## src/rtl/rtcsh_pkg.sv

```systemverilog
package rtcsh_pkg;
  localparam int ADDR_W = 5;
  localparam logic [ADDR_W-1:0] ADR_ALM_BASE = 5'h08;
  localparam logic [ADDR_W-1:0] ADR_CTRL     = 5'h10;
  localparam logic [ADDR_W-1:0] ADR_MODE     = 5'h11;
  localparam int CH_N    = 3;   // update channels: write, read, alarm
  localparam int CH_WR   = 0;
  localparam int CH_RD   = 1;
  localparam int CH_AL   = 2;
  localparam int CB_FAST = 4;   // latency select bit in control register
  localparam int IDX_WDAY = 3;

  // mask applied to time byte idx when it is committed to the core
  function automatic logic [7:0] field_mask(input int idx, input logic h24);
    case (idx)
      0, 1:    return 8'h7F;
      2:       return h24 ? 8'h1F : 8'h2F;
      4:       return 8'h3F;
      5:       return 8'h1F;
      default: return 8'hFF;
    endcase
  endfunction
endpackage

```

## src/rtl/rtcsh_upd_chan.sv

```systemverilog
module rtcsh_upd_chan #(
  parameter int LAT_SLOW = 16,
  parameter int LAT_FAST = 4,
  parameter bit STICKY   = 1'b0
) (
  input  logic clk,
  input  logic rst_n,
  input  logic start,
  input  logic clr,
  input  logic fast,
  output logic pending,
  output logic done
);
  localparam int LAT_MAX = (LAT_SLOW > LAT_FAST) ? LAT_SLOW : LAT_FAST;
  localparam int CW = $clog2(LAT_MAX + 1);

  logic [CW-1:0] cnt;
  logic          flag;

  assign done    = (cnt == CW'(1));
  assign pending = (cnt != '0) | flag;

  always_ff @(posedge clk) begin
    if (!rst_n) begin
      cnt  <= '0;
      flag <= 1'b0;
    end else if (cnt != '0) begin
      cnt <= cnt - CW'(1);
      if (done && STICKY) flag <= 1'b1;
    end else if (start && !flag) begin
      cnt <= fast ? CW'(LAT_FAST) : CW'(LAT_SLOW);
    end else if (clr) begin
      flag <= 1'b0;
    end
  end
endmodule

```

## src/rtl/rtcsh_regfile.sv

```systemverilog
module rtcsh_regfile
  import rtcsh_pkg::*;
#(
  parameter int NREG = 7
) (
  input  logic                clk,
  input  logic                rst_n,
  input  logic                wr_en,
  input  logic [ADDR_W-1:0]   addr,
  input  logic [7:0]          wdata,
  input  logic [CH_N-1:0]     done,
  input  logic [7:0]          ctrl_rd,
  input  logic [8*NREG-1:0]   live_time,
  output logic [7:0]          rdata,
  output logic                load_valid,
  output logic [8*NREG-1:0]   load_data,
  output logic [8*NREG-1:0]   alarm_live,
  output logic [8*NREG-1:0]   snap_o,
  output logic [7:0]          wday_o,
  output logic                mode_bin,
  output logic                mode_h24
);
  logic [NREG-1:0][7:0] tbuf, snap, abuf, alive, tload;
  logic wday_ok;

  assign wday_ok = $onehot(wdata[6:0]) && !wdata[7];

  for (genvar i = 0; i < NREG; i++) begin : g_byte
    localparam logic [ADDR_W-1:0] A_T = ADDR_W'(i);
    localparam logic [ADDR_W-1:0] A_A = ADR_ALM_BASE + ADDR_W'(i);
    localparam logic [7:0] T_RST = (i == IDX_WDAY) ? 8'h01 : 8'h00;
    logic accept;
    assign accept = (i == IDX_WDAY) ? wday_ok : 1'b1;

    always_ff @(posedge clk) begin
      if (!rst_n) begin
        tbuf[i]  <= T_RST;
        snap[i]  <= '0;
        abuf[i]  <= '0;
        alive[i] <= '0;
        tload[i] <= '0;
      end else begin
        if (wr_en && addr == A_T && accept) tbuf[i] <= wdata;
        if (wr_en && addr == A_A)           abuf[i] <= wdata;
        if (done[CH_RD]) snap[i]  <= live_time[8*i +: 8];
        if (done[CH_AL]) alive[i] <= abuf[i];
        if (done[CH_WR]) tload[i] <= tbuf[i] & field_mask(i, mode_h24);
      end
    end
    assign load_data[8*i +: 8]  = tload[i];
    assign alarm_live[8*i +: 8] = alive[i];
    assign snap_o[8*i +: 8]     = snap[i];
  end

  assign wday_o = tbuf[IDX_WDAY];

  always_ff @(posedge clk) begin
    if (!rst_n) begin
      mode_bin   <= 1'b0;
      mode_h24   <= 1'b0;
      load_valid <= 1'b0;
    end else begin
      load_valid <= done[CH_WR];
      if (wr_en && addr == ADR_MODE) begin
        mode_bin <= wdata[0];
        mode_h24 <= wdata[1];
      end
    end
  end

  always_comb begin
    rdata = '0;
    for (int i = 0; i < NREG; i++) begin
      if (addr == ADDR_W'(i))                 rdata = snap[i];
      if (addr == ADR_ALM_BASE + ADDR_W'(i))  rdata = abuf[i];
    end
    if (addr == ADR_CTRL) rdata = ctrl_rd;
    if (addr == ADR_MODE) rdata = {6'b0, mode_h24, mode_bin};
  end
endmodule

```

## src/rtl/rtcsh_ctrl.sv

```systemverilog
module rtcsh_ctrl
  import rtcsh_pkg::*;
#(
  parameter bit TWO_YEAR     = 1'b0,
  parameter int LAT_SLOW     = 16,
  parameter int LAT_FAST     = 4,
  parameter bit ALARM_STICKY = 1'b0,
  localparam int NREG = TWO_YEAR ? 8 : 7,
  localparam int TW   = 8 * NREG
) (
  input  logic          clk,
  input  logic          rst_n,
  input  logic          bus_wr,
  input  logic [4:0]    bus_addr,
  input  logic [7:0]    bus_wdata,
  output logic [7:0]    bus_rdata,
  input  logic [TW-1:0] live_time,
  output logic          time_load_valid,
  output logic [TW-1:0] time_load_data,
  output logic [TW-1:0] alarm_regs,
  output logic          mode_binary,
  output logic          mode_24h
);
  logic            ctrl_wr;
  logic            fast_sel;
  logic [CH_N-1:0] pend, done;
  logic [7:0]      ctrl_rd;
  logic [TW-1:0]   snap;
  logic [7:0]      wday_buf;

  assign ctrl_wr = bus_wr && (bus_addr == ADR_CTRL);

  always_ff @(posedge clk) begin
    if (!rst_n)       fast_sel <= 1'b0;
    else if (ctrl_wr) fast_sel <= bus_wdata[CB_FAST];
  end

  for (genvar k = 0; k < CH_N; k++) begin : g_chan
    localparam bit STK = (k == CH_AL) ? ALARM_STICKY : 1'b0;
    rtcsh_upd_chan #(
      .LAT_SLOW(LAT_SLOW), .LAT_FAST(LAT_FAST), .STICKY(STK)
    ) u_chan (
      .clk(clk), .rst_n(rst_n),
      .start(ctrl_wr && bus_wdata[k]),
      .clr(ctrl_wr && !bus_wdata[k]),
      .fast(bus_wdata[CB_FAST]),
      .pending(pend[k]),
      .done(done[k])
    );
  end

  assign ctrl_rd = {3'b0, fast_sel, 1'b0, pend};

  rtcsh_regfile #(.NREG(NREG)) u_regs (
    .clk(clk), .rst_n(rst_n),
    .wr_en(bus_wr), .addr(bus_addr), .wdata(bus_wdata),
    .done(done), .ctrl_rd(ctrl_rd), .live_time(live_time),
    .rdata(bus_rdata),
    .load_valid(time_load_valid), .load_data(time_load_data),
    .alarm_live(alarm_regs), .snap_o(snap), .wday_o(wday_buf),
    .mode_bin(mode_binary), .mode_h24(mode_24h)
  );
endmodule

```

## config.mk

```make
export PLATFORM = sky130hd
export DESIGN_NAME = rtcsh_ctrl
export DESIGN_NICKNAME = d
export VERILOG_FILES = /design/src/rtl/rtcsh_pkg.sv /design/src/rtl/rtcsh_upd_chan.sv /design/src/rtl/rtcsh_regfile.sv /design/src/rtl/rtcsh_ctrl.sv
export SDC_FILE = /design/constraint.sdc
export NUM_CORES = 1
export LEC_CHECK = 0
export CAP_MARGIN = 30
export CORE_MARGIN = 1
export CORE_UTILIZATION = 54
export DETAILED_ROUTE_END_ITERATION = 10
export GPL_TIMING_DRIVEN = 1
export PLACE_DENSITY_LB_ADDON = 0.08
export SETUP_SLACK_MARGIN = 0.3
export SLEW_MARGIN = 30
export SYNTH_ARGS = -nofsm -noshare
export SYNTH_HDL_FRONTEND = slang
export SYNTH_SLANG_ARGS = --single-unit
```

## constraint.sdc

```tcl
create_clock -name clk -period 3.3 [get_ports clk]
set_clock_uncertainty 0.05 [all_clocks]
set_input_delay 0.495 -clock clk [delete_from_list [all_inputs] [get_ports clk]]
set_output_delay 0.495 -clock clk [all_outputs]
set_load 0.02 [all_outputs]
```

==> reports/metrics.yaml, run 1 <==
run_status: "finished, final reports clean"
irDropWorstVdd_uv: 456
synth_top_family_by_area: "simple AND/OR/NAND/NOR gates"
synth_edf_count: 0
synthDistinctLibCells: 68
cts.sinks: 281
startpoint_type: "input pin"
die_x_um: 154
area_delta_synth_final_pct: 28.3
p_sw_share_pct: 31.8
drv_slew: 0
placed_cell_area_mm2: 0.0150
fmax_ghz: 0.339
drive_above_1_share_pct: 11.4
setup_violations: 0
synth_xor_area_share_pct: 0.280
htreeDepth: 1
pwr-share-comb_pct: 22.8
grt_antenna_before_repair: 0
synthAdderAreaFrac_pct: 1.48
initial_core_util_pct: 55.1
routed_wl_mm: 38.5
numCtsBuffers: 29
grt_use_total_pct: 32.3
p_leak_nw: 5.70
fillCellCount: 1838
yosys.area_share.simple_pct: 23.9
hold_depth: 2
grt_util_met1_pct: 44.7
tritoncts: "built"
fin_crit_sh_pct: 89.5
grt_max_degree: 117
crit_required_ns: 2.75
path_clk_slew_ns: 0.06
cts_hold_buf: 0
worst_slew_pin_slew_ns: 0.806
dieHeight_um: 154
synth_seq_cells: 281
globalRouteMet3Util_pct: 3.45
path_max_fanout: 17
hold_class: "input pin to flop"
hold_violations: 0
clk_latency_ns: 0.56
busiest_layer: "met2"
synthFlopType: "dfxtp_1"
rsz0062_at_grt: "false"
ios: 195
final_area_mm2: 0.0161
switchingPower_mw: 2.96
rr_worst_depth: 6
syn_area_mm2: 0.0125
seq_power_share_pct: 41.7
period_minus_slack_ns: 2.95
num_rows: 55
route.vias.total: 11200
path_class: "input pin to output pin"
intPower_mw: 6.34
viasPerCell: 5.59
ant_nets: 0
netlist.top_cell.by_area: "dfxtp_1"
seq_area_frac_synth_pct: 44.9
grt_pass1_wl_mm: 59.9
grt_overflow_total: 0
synth.area.top_cells: "dfxtp_1 (45%), nand2_1 (13%), a21boi_0 (11%), nand3_1 (3.4%), mux2i_1 (3.3%)"
netlist_instances: 1507
synth_top_area_share_pct: 44.9
grt_pass1_vias: 10700
nets: 1792
use_met2_pct: 52.2
dr.pass1.iters: 5
place.gp.congestion: 1.00
antenna_cells: 0
syn_area_per_cell_um2: 8.31
powerDensity_mw_per_mm2: 579
drtIter0Drc: 881
async_reset_ff_share_pct: 0
cts_buffer_depth: 3
worstPathArrival_ns: 2.41
yosys_warnings: 0
core_area_mm2: 0.0227
slew_headroom_pct: 46.1
synth_compound_gate_area_share_pct: 20.2
clock-root-buffer: "clkbuf_16"
hpwlAfterDp_mm: 26.8
dieArea_mm2: 0.0238
cp-end-kind: "output pin"
power.share.clock_pct: 35.5
drc: 0
io_buffers: 185
synth_mux_area_share_pct: 3.82
wire_per_inst_um: 19.2
drv_cap: 0
fin_setup_tns_ns: 0
[state kept, by name (all words and copies together) (netlist names)]
name	count
u_regs.load_valid	1
u_regs.load_data	47
u_regs.alarm_live	56
u_regs.snap_o	56
u_regs.wday_o	8
g_chan.u_chan.cnt	15
u_regs.mode_h24	1
u_regs.tbuf	39
u_regs.mode_bin	1
u_regs.abuf	56
fast_sel	1
[placed cells by master (no fill, tap or decap), types with 4 or more instances in the layout]
master / synthesis / layout
o211ai_1: 4 / 4
nand2_1: 419 / 418
nor2b_1: 41 / 41
buf_12: 0 / 5
nor2_1: 28 / 28
nand2b_1: 12 / 12
conb_1: 1 / 9
a221oi_1: 6 / 4
nor3_1: 14 / 12
and3_1: 8 / 8
inv_1: 17 / 17
o21ai_0: 22 / 21
mux2i_1: 41 / 41
ha_1: 10 / 10
o21ai_1: 5 / 5
nand3b_1: 6 / 6
clkbuf_16: 0 / 30
nor3_2: 3 / 5
clkbuf_1: 73 / 5
buf_2: 38 / 7
clkbuf_8: 0 / 7
a21oi_1: 37 / 35
a21o_1: 4 / 4
buf_6: 0 / 6
buf_4: 17 / 95
nand3_1: 84 / 84
a21boi_1: 48 / 48
and2_1: 10 / 8
a21boi_0: 181 / 181
dfxtp_1: 281 / 281
o22ai_1: 4 / 4
clkdlybuf4s50_1: 0 / 170
a31oi_1: 7 / 6
[repair_timing]
item | 4_1_cts | 5_1_grt
setup buffers | 2 | 1
endpoints found under the hold margin | 0 | 0
endpoints found under the setup margin | 8 | 8
resized for setup | 53 | 12
pin swaps | 2 | 5
gates cloned | 1 | 1
[power groups by stage]
stage	registers (mW)	clock network, mW	logic (mW)
after detailed placement	3.94	0	2.09
final	3.88	3.30	2.12
after global routing	3.90	3.47	2.34
after floorplan	3.88	0	1.42
after global placement	3.93	0	2.03
after CTS	3.87	3.34	2.10
[synthesized netlist by cell type (6+ instances only)]
cell      count
inv_1        17
o21ai_0      22
nand2_1     419
ha_1         10
buf_4        17
a21oi_1      37
nor3_1       14
clkbuf_1     73
and3_1        8
nor2_1       28
a21boi_1     48
nand2b_1     12
a221oi_1      6
a21boi_0    181
mux2i_1      41
nand3b_1      6
buf_2        38
nor2b_1      41
and2_1       10
a31oi_1       7
dfxtp_1     281
nand3_1      84
[cells by family after synthesis]
logic type,Yosys count
AND/OR/NAND/NOR,659
AO/OA/AOI/OAI,355
flip-flops,281
other,1
adder cells (fa/ha/maj),13
buffers and inverters,147
multiplexers,47
XOR/XNOR,4
[worst paths after layout]
| path | start | end | slack (ns) |
|---|---|---|---|
| min | rst_n | u_regs.wday_o[0] | 0.37 |
| min reg2reg | u_regs.wday_o[7] | u_regs.wday_o[7] | 0.38 |
| max reg2reg | g_chan[1].u_chan.cnt[1] | u_regs.snap_o[40] | 1.07 |
| max | bus_addr[0] | bus_rdata[0] | 0.35 |
[cell type report]
class	instances	area, µm²	share of cell area, %
Multi-Input combinational cell	1087	6350	39.6
Clock inverter	7	118	0.732
Sequential cell	281	5630	35.0
Inverter	19	71.3	0.444
Tap cell	285	357	2.22
Timing Repair Buffer	289	2690	16.8
Clock buffer	41	841	5.24
[through the flow]
step | setup slack (ns) | utilization, % | total power [mW] | cells | hold slack (ns)
6_report | 0.348 | 70.7 | 9.29 | 2009 | 0.366
4_1_cts | 0.237 | 70.5 | 9.30 | 2007 | 0.330
3_5_place_dp | -0.271 | 66.0 | 6.02 | 1956 | 0.373
3_3_place_gp | -0.298 | 65.9 | 5.96 | 1956 | 0.368
2_1_floorplan | 0.371 | - | 5.30 | 1515 | 0.360
5_1_grt | 0.317 | 70.7 | 9.70 | 2009 | 0.386
[routing by layer]
layer | routed length [µm] | vias to the layer above
li1 | - | 5475
met1 | 17400 | 5266
met2 | 17500 | 417
met3 | 2290 | 68
met4 | 1360 | 0
met5 | 0 | -
[worst max-delay path: stages]
cell and delay, ns:
dlygate4sd2_1 0.31, buf_6 0.20, nor3_1 0.17, a21oi_1 0.08, a221oi_1 0.40, nor3_2 0.08, buf_4 0.15, o31a_1 0.34
buf_4 0.17
No activity file was read; power rests on OpenSTA's default activity.
==> run 2, diff against run 1 <==
CORE_MARGIN = 3   (was 1)
==> reports/metrics.yaml, run 2 (synthesized netlist as in run 1, its figures left out) <==
cp_slowest_cell: "nor4b_4"
wire_per_inst_um: 19.7
place.gp.congestion: 0.952
fillCellCount: 1866
path_clk_slew_ns: 0.06
critical_path.top_delay_family: "buffers and inverters"
ios: 195
hpwlAfterDp_mm: 28.0
core_area_mm2: 0.0227
place_inst: 1969
die_x_um: 158
wl_met3_mm: 2.51
ant_nets: 0
fin_cells: 2026
rsz0062_at_grt: "false"
hold_violations: 0
setup_violations: 0
final_area_mm2: 0.0162
wl_met1_mm: 17.8
holdWs_ns: 0.378
period_minus_slack_ns: 2.90
fmax_ghz: 0.345
viasPerCell: 5.66
layout_common_cells: "nand2_1 (418), dfxtp_1 (281), a21boi_0 (181)"
nets: 1804
placed_cell_area_mm2: 0.0151
crit_required_ns: 2.75
grt_pass1_vias: 10900
irDropWorstVdd_uv: 421
drc: 0
slowest_delay_ns: 0.34
drv_slew: 0
clk_latency_ns: 0.54
cp-end-kind: "output pin"
power_mw: 9.34
startpoint_type: "input pin"
grt_max_degree: 110
route.met2.wl_mm: 18.1
worstPathArrival_ns: 2.36
routed_wl_mm: 40.0
dieArea_mm2: 0.0250
path_class: "input pin to output pin"
highest_layer: "met4"
drv_cap: 0
powerDensity_mw_per_mm2: 577
worst_slew_pin_slew_ns: 0.905
grt_overflow_total: 0
numCtsBuffers: 28
slew_headroom_pct: 39.7
crit_chain: "dlygate4sd2_1 -> buf_6 -> nor4b_4 -> o211ai_1 -> o221ai_2 -> nor3_1 -> buf_4 -> o31a_1 -> buf_2"
cp_num_buf_inv: 4
initial_core_util_pct: 55.1
dieHeight_um: 158
tritoncts: "built"
p_leak_nw: 5.77
run_status: "finished, final reports clean"
htreeDepth: 1
drive_above_1_share_pct: 12.1
layout_commonest_cell: "nand2_1"
cts_buffer_depth: 3
io_buffers: 185
grt_antenna_before_repair: 1
route.vias.total: 11500
grt_use_total_pct: 31.0
clock-root-buffer: "clkbuf_16"
hold_class: "flop to flop"
fin_crit_sh_pct: 87.9
grt_pass1_wl_mm: 61.1
path_max_fanout: 16
num_rows: 55
area_delta_synth_final_pct: 29.2
dr.pass1.iters: 5
drtIter0Drc: 841
cts.sinks: 281
post-route-util_pct: 71.3
[run 2: changes by cell type in the layout (fill, tap and decap cells not counted), sizes merged, moves of 2 or more]
cell           before  now
buf               113  124
clkbuf             42   49
clkdlybuf4s50     170  168
clkinv              3    1
[run 2: where the power goes]
group,internal [mW],total [mW],switching [mW]
combinational,0.719,2.17,1.45
sequential,3.67,3.88,0.214
clock,1.99,3.28,1.30
[run 2: routing by layer]
layer  global-route usage, %  vias to the layer above
li1                        -                     5489
met1                    43.1                     5436
met2                    49.9                      465
met3                    3.75                       81
met4                    11.6                        0
met5                       0                        -
[run 2: cell type report]
class | instances | area [µm²] | area share [%]
clock buffers | 47 | 893 | 5.52
inverters | 19 | 71.3 | 0.441
diodes | 1 | 2.50 | 0.0155
clock inverters | 4 | 72.6 | 0.449
well taps | 285 | 357 | 2.20
repair buffers | 302 | 2790 | 17.2
flip-flops and latches | 281 | 5630 | 34.8
multi-input cells | 1087 | 6370 | 39.4
[run 2: final timing paths]
kind	from	to	slack, ns	cells after the start
worst min-delay path	u_regs.wday_o[7]	u_regs.wday_o[7]	0.38	2
worst max register to register	g_chan[1].u_chan.cnt[2]	u_regs.snap_o[43]	1.00	5
worst max-delay path	bus_addr[0]	bus_rdata[0]	0.40	9
worst min register to register	u_regs.wday_o[7]	u_regs.wday_o[7]	0.38	2
[run 2: through the flow]
stage,worst slack (ns),TNS [ns]
global placement,-0.289,-2.45
global route,0.302,0
finish,0.398,0
floorplan,0.371,0
detailed placement,-0.297,-3.11
CTS,0.303,0
[run 2: worst reg2reg max path, cell delays in order, from the launching register on]
cell	delay [ns]
dfxtp_1	0.35
nor3_1	0.37
and2_2	0.82
buf_4	0.33
nand2_1	0.09
a21boi_0	0.20
[run 2: repair_timing]
| action | CTS | global route |
|---|---|---|
| setup endpoints to repair | 9 | 11 |
| hold endpoints to repair | 0 | 0 |
| gates resized for setup | 55 | 14 |
| pin swaps | 7 | 4 |
| hold buffers | 0 | 0 |
| cloned | 2 | 0 |
| setup buffers | 3 | 0 |
